==> src/rtl/fcorr_pkg.sv <==
package fcorr_pkg;

   localparam int unsigned NDATA = 4;
   localparam int unsigned NCHK  = 3;

   typedef enum logic [1:0] {
      OUTCOME_CLEAN  = 2'd0,
      OUTCOME_FIXED  = 2'd1,
      OUTCOME_CHKBAD = 2'd2,
      OUTCOME_UNCORR = 2'd3
   } fcorr_outcome_e;

   // Data words summed by check k (bit j = data word j)
   function automatic logic [NDATA-1:0] chk_members(input int k);
      case (k)
         0:       return 4'b0111;
         1:       return 4'b1011;
         default: return 4'b1101;
      endcase
   endfunction

   // Syndrome produced by an error on data word i (bit k = check k)
   function automatic logic [NCHK-1:0] data_signature(input int i);
      case (i)
         0:       return 3'b111;
         1:       return 3'b011;
         2:       return 3'b101;
         default: return 3'b110;
      endcase
   endfunction

   // Check used to rebuild data word i
   function automatic int rebuild_src(input int i);
      case (i)
         0:       return 0;
         1:       return 1;
         2:       return 2;
         default: return 1;
      endcase
   endfunction

endpackage

==> src/rtl/fcorr_chk_sum.sv <==
module fcorr_chk_sum
   import fcorr_pkg::*;
#(
   parameter int unsigned W = 16
) (
   input  logic [NDATA-1:0][W-1:0] data,
   input  logic [NCHK-1:0][W-1:0]  chk,
   output logic [NCHK-1:0]         mismatch
);

   for (genvar k = 0; k < NCHK; k++) begin : g_chk
      logic [W-1:0] expect_sum;
      always_comb begin
         expect_sum = '0;
         for (int j = 0; j < NDATA; j++) begin
            if (chk_members(k)[j]) expect_sum = expect_sum + data[j];
         end
         mismatch[k] = (expect_sum != chk[k]);
      end
   end

endmodule

==> src/rtl/fcorr_rebuild.sv <==
module fcorr_rebuild
   import fcorr_pkg::*;
#(
   parameter int unsigned W = 16
) (
   input  logic [NDATA-1:0][W-1:0] data,
   input  logic [NCHK-1:0][W-1:0]  chk,
   output logic [NDATA-1:0][W-1:0] cand
);

   for (genvar i = 0; i < NDATA; i++) begin : g_word
      localparam int SRC = rebuild_src(i);
      always_comb begin
         cand[i] = chk[SRC];
         for (int j = 0; j < NDATA; j++) begin
            if (j != i && chk_members(SRC)[j]) cand[i] = cand[i] - data[j];
         end
      end
   end

endmodule

==> src/rtl/fcorr_decode.sv <==
module fcorr_decode
   import fcorr_pkg::*;
(
   input  logic [NCHK-1:0] syn,
   output logic            clean,
   output logic            chk_only,
   output logic            data_hit,
   output logic [1:0]      data_sel
);

   always_comb begin
      data_hit = 1'b0;
      data_sel = 2'd0;
      for (int i = 0; i < NDATA; i++) begin
         if (syn == data_signature(i)) begin
            data_hit = 1'b1;
            data_sel = 2'(i);
         end
      end
      clean    = (syn == '0);
      chk_only = ($countones(syn) == 1);
   end

endmodule

==> src/rtl/fbank_ecc_corrector.sv <==
module fbank_ecc_corrector
   import fcorr_pkg::*;
#(
   parameter int unsigned W = 16
) (
   input  logic         clk,
   input  logic         rst_n,
   input  logic         in_valid,
   input  logic [W-1:0] y1_i,
   input  logic [W-1:0] y2_i,
   input  logic [W-1:0] y3_i,
   input  logic [W-1:0] y4_i,
   input  logic [W-1:0] z1_i,
   input  logic [W-1:0] z2_i,
   input  logic [W-1:0] z3_i,
   output logic         out_valid,
   output logic [W-1:0] y1_o,
   output logic [W-1:0] y2_o,
   output logic [W-1:0] y3_o,
   output logic [W-1:0] y4_o,
   output logic         fixed_o,
   output logic [2:0]   fix_idx_o,
   output logic         chk_fault_o,
   output logic         uncorr_o
);

   if (W < 2) begin : g_bad_width
      $error("fbank_ecc_corrector: W must be at least 2");
   end

   logic [NDATA-1:0][W-1:0] data_in, cand, trial;
   logic [NCHK-1:0][W-1:0]  chk_in;
   logic [NCHK-1:0]         syn, post_syn;
   logic                    dec_clean, dec_chk_only, dec_hit;
   logic [1:0]              dec_sel;
   fcorr_outcome_e          outcome;
   logic [NDATA-1:0][W-1:0] data_nxt;
   logic [2:0]              idx_nxt;
   logic [NDATA-1:0][W-1:0] data_q;

   assign data_in = {y4_i, y3_i, y2_i, y1_i};
   assign chk_in  = {z3_i, z2_i, z1_i};

   fcorr_chk_sum #(.W(W)) u_syn (
      .data(data_in), .chk(chk_in), .mismatch(syn)
   );

   fcorr_decode u_dec (
      .syn(syn), .clean(dec_clean), .chk_only(dec_chk_only),
      .data_hit(dec_hit), .data_sel(dec_sel)
   );

   fcorr_rebuild #(.W(W)) u_rebuild (
      .data(data_in), .chk(chk_in), .cand(cand)
   );

   always_comb begin
      trial = data_in;
      trial[dec_sel] = cand[dec_sel];
   end

   fcorr_chk_sum #(.W(W)) u_post (
      .data(trial), .chk(chk_in), .mismatch(post_syn)
   );

   always_comb begin
      data_nxt = data_in;
      idx_nxt  = 3'd0;
      if (dec_clean)                         outcome = OUTCOME_CLEAN;
      else if (dec_chk_only)                 outcome = OUTCOME_CHKBAD;
      else if (dec_hit && post_syn == '0)    outcome = OUTCOME_FIXED;
      else                                   outcome = OUTCOME_UNCORR;
      if (outcome == OUTCOME_FIXED) begin
         data_nxt = trial;
         idx_nxt  = {1'b0, dec_sel} + 3'd1;
      end
   end

   always_ff @(posedge clk) begin
      if (!rst_n) begin
         out_valid   <= 1'b0;
         fixed_o     <= 1'b0;
         chk_fault_o <= 1'b0;
         uncorr_o    <= 1'b0;
         fix_idx_o   <= 3'd0;
         data_q      <= '0;
      end else begin
         out_valid   <= in_valid;
         fixed_o     <= in_valid && outcome == OUTCOME_FIXED;
         chk_fault_o <= in_valid && outcome == OUTCOME_CHKBAD;
         uncorr_o    <= in_valid && outcome == OUTCOME_UNCORR;
         fix_idx_o   <= in_valid ? idx_nxt : 3'd0;
         if (in_valid) data_q <= data_nxt;
      end
   end

   assign y1_o = data_q[0];
   assign y2_o = data_q[1];
   assign y3_o = data_q[2];
   assign y4_o = data_q[3];

   // valid follows input by one cycle; idle cycles clear flags
   a_r1_valid_delay: assert property (@(posedge clk) disable iff (!rst_n)
      in_valid |=> out_valid);
   a_r1_idle_quiet: assert property (@(posedge clk) disable iff (!rst_n)
      !in_valid |=> (!out_valid && !fixed_o && !chk_fault_o && !uncorr_o
                     && fix_idx_o == 3'd0 && $stable(y1_o) && $stable(y4_o)));
   // a reported fix leaves a word set that closes every check
   a_r4_fixed_consistent: assert property (@(posedge clk) disable iff (!rst_n)
      in_valid |=> (!fixed_o ||
         (W'(y1_o + y2_o + y3_o) == $past(z1_i) &&
          W'(y1_o + y2_o + y4_o) == $past(z2_i) &&
          W'(y1_o + y3_o + y4_o) == $past(z3_i))));
   a_r5_idx_range: assert property (@(posedge clk) disable iff (!rst_n)
      fixed_o |-> (fix_idx_o >= 3'd1 && fix_idx_o <= 3'd4));
   // check fault and uncorrectable cases pass the data through
   a_r8_chk_passthru: assert property (@(posedge clk) disable iff (!rst_n)
      in_valid |=> (!(chk_fault_o || uncorr_o) ||
         (y1_o == $past(y1_i) && y2_o == $past(y2_i) &&
          y3_o == $past(y3_i) && y4_o == $past(y4_i) && fix_idx_o == 3'd0)));
   // flags are mutually exclusive
   a_r10_flags_onehot: assert property (@(posedge clk) disable iff (!rst_n)
      $onehot0({fixed_o, chk_fault_o, uncorr_o}));

endmodule

==> config.mk <==
export PLATFORM = sky130hd
export DESIGN_NAME = fbank_ecc_corrector
export DESIGN_NICKNAME = d
export VERILOG_FILES = /design/src/rtl/fcorr_pkg.sv /design/src/rtl/fcorr_chk_sum.sv /design/src/rtl/fcorr_rebuild.sv /design/src/rtl/fcorr_decode.sv /design/src/rtl/fbank_ecc_corrector.sv
export SDC_FILE = /design/constraint.sdc
export NUM_CORES = 1
export LEC_CHECK = 0
export BUFFER_PORTS_ARGS = -buffer_cell sky130_fd_sc_hd__clkbuf_2
export CORE_UTILIZATION = 54
export DETAILED_ROUTE_END_ITERATION = 8
export PLACE_DENSITY_LB_ADDON = 0.08
export SYNTH_ARGS = -nofsm -noshare
export SYNTH_HDL_FRONTEND = slang
export SYNTH_HIERARCHICAL = 1
export SYNTH_SLANG_ARGS = --single-unit
==> constraint.sdc <==
create_clock -name clk -period 13.4 [get_ports clk]
set_input_delay 0.67 -clock clk [delete_from_list [all_inputs] [get_ports clk]]
set_output_delay 0.67 -clock clk [all_outputs]
set_load 0.03 [all_outputs]
==> impl_summary.md <==
STA
The maximum clock frequency is 0.07945 GHz. The transition time of the tightest slew-check pin is 1.255 ns. The post-route clock period utilization is 0.9393. Setup repair after global routing left no endpoint under its margin. The setup clock skew after layout is 0 ns. Counting I/O delays and the setup requirement, the final critical path takes 12.59 ns. The number of hold violations in the final report is 0. The final-report max-slew violation count is 0. The worst pin sits at a relative slew slack of 0.1616. After layout, the worst setup slack is 0.8139 ns.

Setup violations remaining at the end of the flow were counted as 0. The final sum of negative setup slack is 0 ns. The worst hold slack after final layout is roughly 0.53 ns.

Global route
The number of antenna violations at the first check in global routing is 2. In the global route stage, met2 resource usage came out at 0.6468. In the global route stage, met3 resource usage came out at 0.02807. Across every metal layer, demand over resource in global routing totals 0.3884. After global routing, the most crowded layer is met2. The number of global-route vias before repair is 15770. For met1 alone, demand over resource in global routing was 0.5214. Entering global routing, the biggest net connects 81 pins.

The first-pass GRT wire length is 90.25 mm. The final global-route overflow total is 0.

Synth
The cell area that synthesis handed to floorplanning was ~16000 um^2. The register bit total from synthesis is between 70 and 80. Of the total synthesized cell area, the portion taken by XOR and XNOR cells is 0.1424. The number of nets produced by synthesis is 2336. The simple-gate share of the synthesized area is 0.1409. The number of cells produced by synthesis is 1942. After synthesis, the most frequently instantiated cells are sky130_fd_sc_hd__ha_1, sky130_fd_sc_hd__xnor2_1, sky130_fd_sc_hd__o21ai_0, sky130_fd_sc_hd__inv_1, sky130_fd_sc_hd__a21oi_1. Counting flops with a built-in enable in the synthesized netlist gives 0. The synthesized-area fraction occupied by ao, oa, aoi and oai cells came to 0.2404.

The combinational family with the most area after synthesis is adder cells. The share of synthesized area in the top cell type comes to 0.1606. The most used flip-flop cell after synthesis is sky130_fd_sc_hd__dfxtp_1. Ranked by total cell area, the synthesized netlist is headed by sky130_fd_sc_hd__ha_1, sky130_fd_sc_hd__xnor2_1, sky130_fd_sc_hd__fa_1, sky130_fd_sc_hd__dfxtp_1, sky130_fd_sc_hd__o21ai_0. The synthesized area per cell is 8.306 um^2. The async set or reset register ratio after synthesis is 0. The synthesized-area fraction occupied by adder cells is 0.2499. The mux contribution to synthesized area is 0.08432. The total number of yosys warnings is 6. The portion of the post-synthesis area used by sequential elements is 0.08812.

The synthesized netlist contains 96 unique library cells. In the post-synthesis netlist, the cell with the most instances is sky130_fd_sc_hd__ha_1. sky130_fd_sc_hd__ha_1 takes more of the synthesized area than any other cell.

Layout
The area occupied by registers is around 1400 um^2. The number of fill cells in the layout is 2707. Of the cells placed in the final design, the portion with a size suffix greater than 1 is 0.1551.

The area growth from synthesis to layout is 9.425%. The area occupied by multi-input gates is 13850 um^2. At the end of the flow, the number of nets in the layout was between 2000 and 2500. The count of cells in the finished layout, fillers not included, comes to about 2500.

Route
The via count of the routed design is 16280. Wires add up to between 60 and 70 mm. The post-route antenna net violation count is 0. The violation count after the first detailed-route iteration is 1521.

After detailed routing, the number of remaining DRC violations is 0. The mean routed wirelength per cell is between 20 and 25 um. The vias per cell is 6.561. For this run, the detailed router's first-pass iteration total came to 6.

Clock network
The clock latency at the later pin of the worst-skew pair is around 0.33 ns. No sink is reached through more buffers than the 2 on the longest clock path. Clock-pin slew was measured on the worst setup and hold paths at 0.06 ns.

The post-CTS setup buffer count is 0. The number of H-tree branching levels is 3. The number of CTS-inserted buffers is 9. The clock net in this run drives a total of a little over 70 sinks. The number of hold buffers added after CTS was 0. The clock tree from TritonCTS is built. Post-CTS repair changed the size of 0 cells. The tree is rooted in a sky130_fd_sc_hd__clkbuf_16.

Critical path
For the worst flop-to-flop path, the logic depth is 2. STA classifies the critical path startpoint as an input port. The worst register-to-register path begins at y4_o[13]$_SDFFE_PN0P_. The biggest cell delay along the critical path is ~0.7 ns.

The critical path is of the input port to flip-flop type. The slack of the worst reg-to-reg path is 12.60 ns. The worst setup path is captured at a flip-flop. At the worst endpoint, the arrival time is 12.77 ns.

The highest fanout seen on the critical path is 65. The endpoint of the worst register-to-register path is y4_o[13]$_SDFFE_PN0P_. Following the worst setup path forward leads to its endpoint at y1_o[4]$_SDFFE_PN0P_. Tracing the worst setup path back leads to its startpoint at y1_i[0]. STA puts the critical path data required time at 13.59 ns. The slowest library cell on the worst path is sky130_fd_sc_hd__mux4_2. By instance count, the cell type seen most on the critical path is sky130_fd_sc_hd__ha_1.

Placed design
Including well taps, the total number of placed cells is between 2000 and 2500. Detailed placement ended at an HPWL of roughly 51 mm. At the end of routability-driven placement, the weighted congestion stood at 1.003. The pre-CTS worst setup slack is 0.5079 ns. The count of buffers added on input and output ports is 185.

Status
The flow ran to the end, and the final reports show no timing, DRC or antenna violations.

Power
The static leakage power is 7.720 nW. The worst supply voltage drop on vdd is around 0.000083 V. The overall power consumption is just over 3 mW. The total power divided by cell area is 174.9 nW/um^2.

Floorplanning
Pin placement for this block handled 186 I/O pins. The die outline width is 174.8 um. The effective utilization at floorplan is 0.5560. The area of the die is 30570 um^2. The die is 174.8 um tall. The area of the core is 29010 um^2. The number of rows in the core area is just over 60.

Run
The tool flagged a number of max-cap violations equal to 0.

Hold path
The tightest min-delay check is of the flip-flop to flip-flop type. The startpoint identified for the worst hold timing path is y2_o[11]$_SDFFE_PN0P_.
## sequential cells by signal, indices dropped and copies added (netlist names)
name,count
chk_fault_o,1
fix_idx_o,3
fixed_o,1
out_valid,1
uncorr_o,1
y1_o,16
y2_o,16
y3_o,16
y4_o,16
## power breakdown
group | switching, mW | total [mW] | internal (mW)
registers | 0.00789 | 0.233 | 0.225
logic | 1.54 | 2.62 | 1.08
clock network | 0.0884 | 0.237 | 0.149
total | 1.63 | 3.09 | 1.45
## critical path, delay by kind of cell
kind	cells	cell delay, ns
and+or+nand+nor	12	3.74
buffers and inverters	5	0.94
adders and majority gates	6	1.66
muxes	4	1.41
AOI/OAI and AO/OA	16	3.35
xor gates and xnor gates	4	0.92
## final cells by class
type                    count  share of cell area
diodes                      1           0.0001418
clock buffers              13             0.01418
clock inverters             3            0.002410
inverters                 139             0.02956
multi-input cells        1667              0.7848
flip-flops and latches     71             0.08053
well taps                 384             0.02722
repair buffers            203             0.06118
## placed cells by master (no fill, tap or decap), types with 71 or more instances in the layout
cell type                  synthesis  final
sky130_fd_sc_hd__a21oi_1         117    116
sky130_fd_sc_hd__fa_1             72     72
sky130_fd_sc_hd__dfxtp_1          71     71
sky130_fd_sc_hd__inv_1           139    139
sky130_fd_sc_hd__ha_1            207    206
sky130_fd_sc_hd__nand3_1          72     72
sky130_fd_sc_hd__xnor2_1         189    189
sky130_fd_sc_hd__o21ai_0         184    182
sky130_fd_sc_hd__clkbuf_2          0    184
sky130_fd_sc_hd__a31oi_1          79     79
## cells by family (layout without fill, tap and decap cells)
group                    after synthesis  in the layout
AO/OA/AOI/OAI                        613            613
XOR/XNOR                             259            259
adder cells (fa/ha/maj)              279            279
buffers and inverters                204            358
flip-flops                            71             71
multiplexers                          91             91
other                                  0              1
AND/OR/NAND/NOR                      425            425
## per-layer routing
metal | vias to the layer above | part of all wire
met2 | 804 | 0.46
li1 | 7486 | -
met3 | 123 | 0.068
met5 | - | 0
met1 | 7865 | 0.43
met4 | 0 | 0.040
## how the worst min path moves through the flow
stage,slack (ns),cells after the start,to
floorplan,0.65,2,y1_o[0]$_SDFFE_PN0P_
global placement,0.52,2,y3_o[2]$_SDFFE_PN0P_
detailed placement,0.52,2,y2_o[11]$_SDFFE_PN0P_
CTS,0.53,2,y3_o[3]$_SDFFE_PN0P_
global route,0.55,2,y1_o[9]$_SDFFE_PN0P_
finish,0.53,2,y2_o[11]$_SDFFE_PN0P_
## metrics by stage
| step | utilization | area [um^2] |
|---|---|---|
| 3_5_place_dp | 0.5979 | 17350 |
| 4_1_cts | 0.6079 | 17640 |
| 6_report | 0.6084 | 17650 |
| 2_1_floorplan | - | 16130 |
| 3_3_place_gp | 0.5979 | 17350 |
| 5_1_grt | 0.6083 | 17650 |
(Power assumes the default switching activity.)
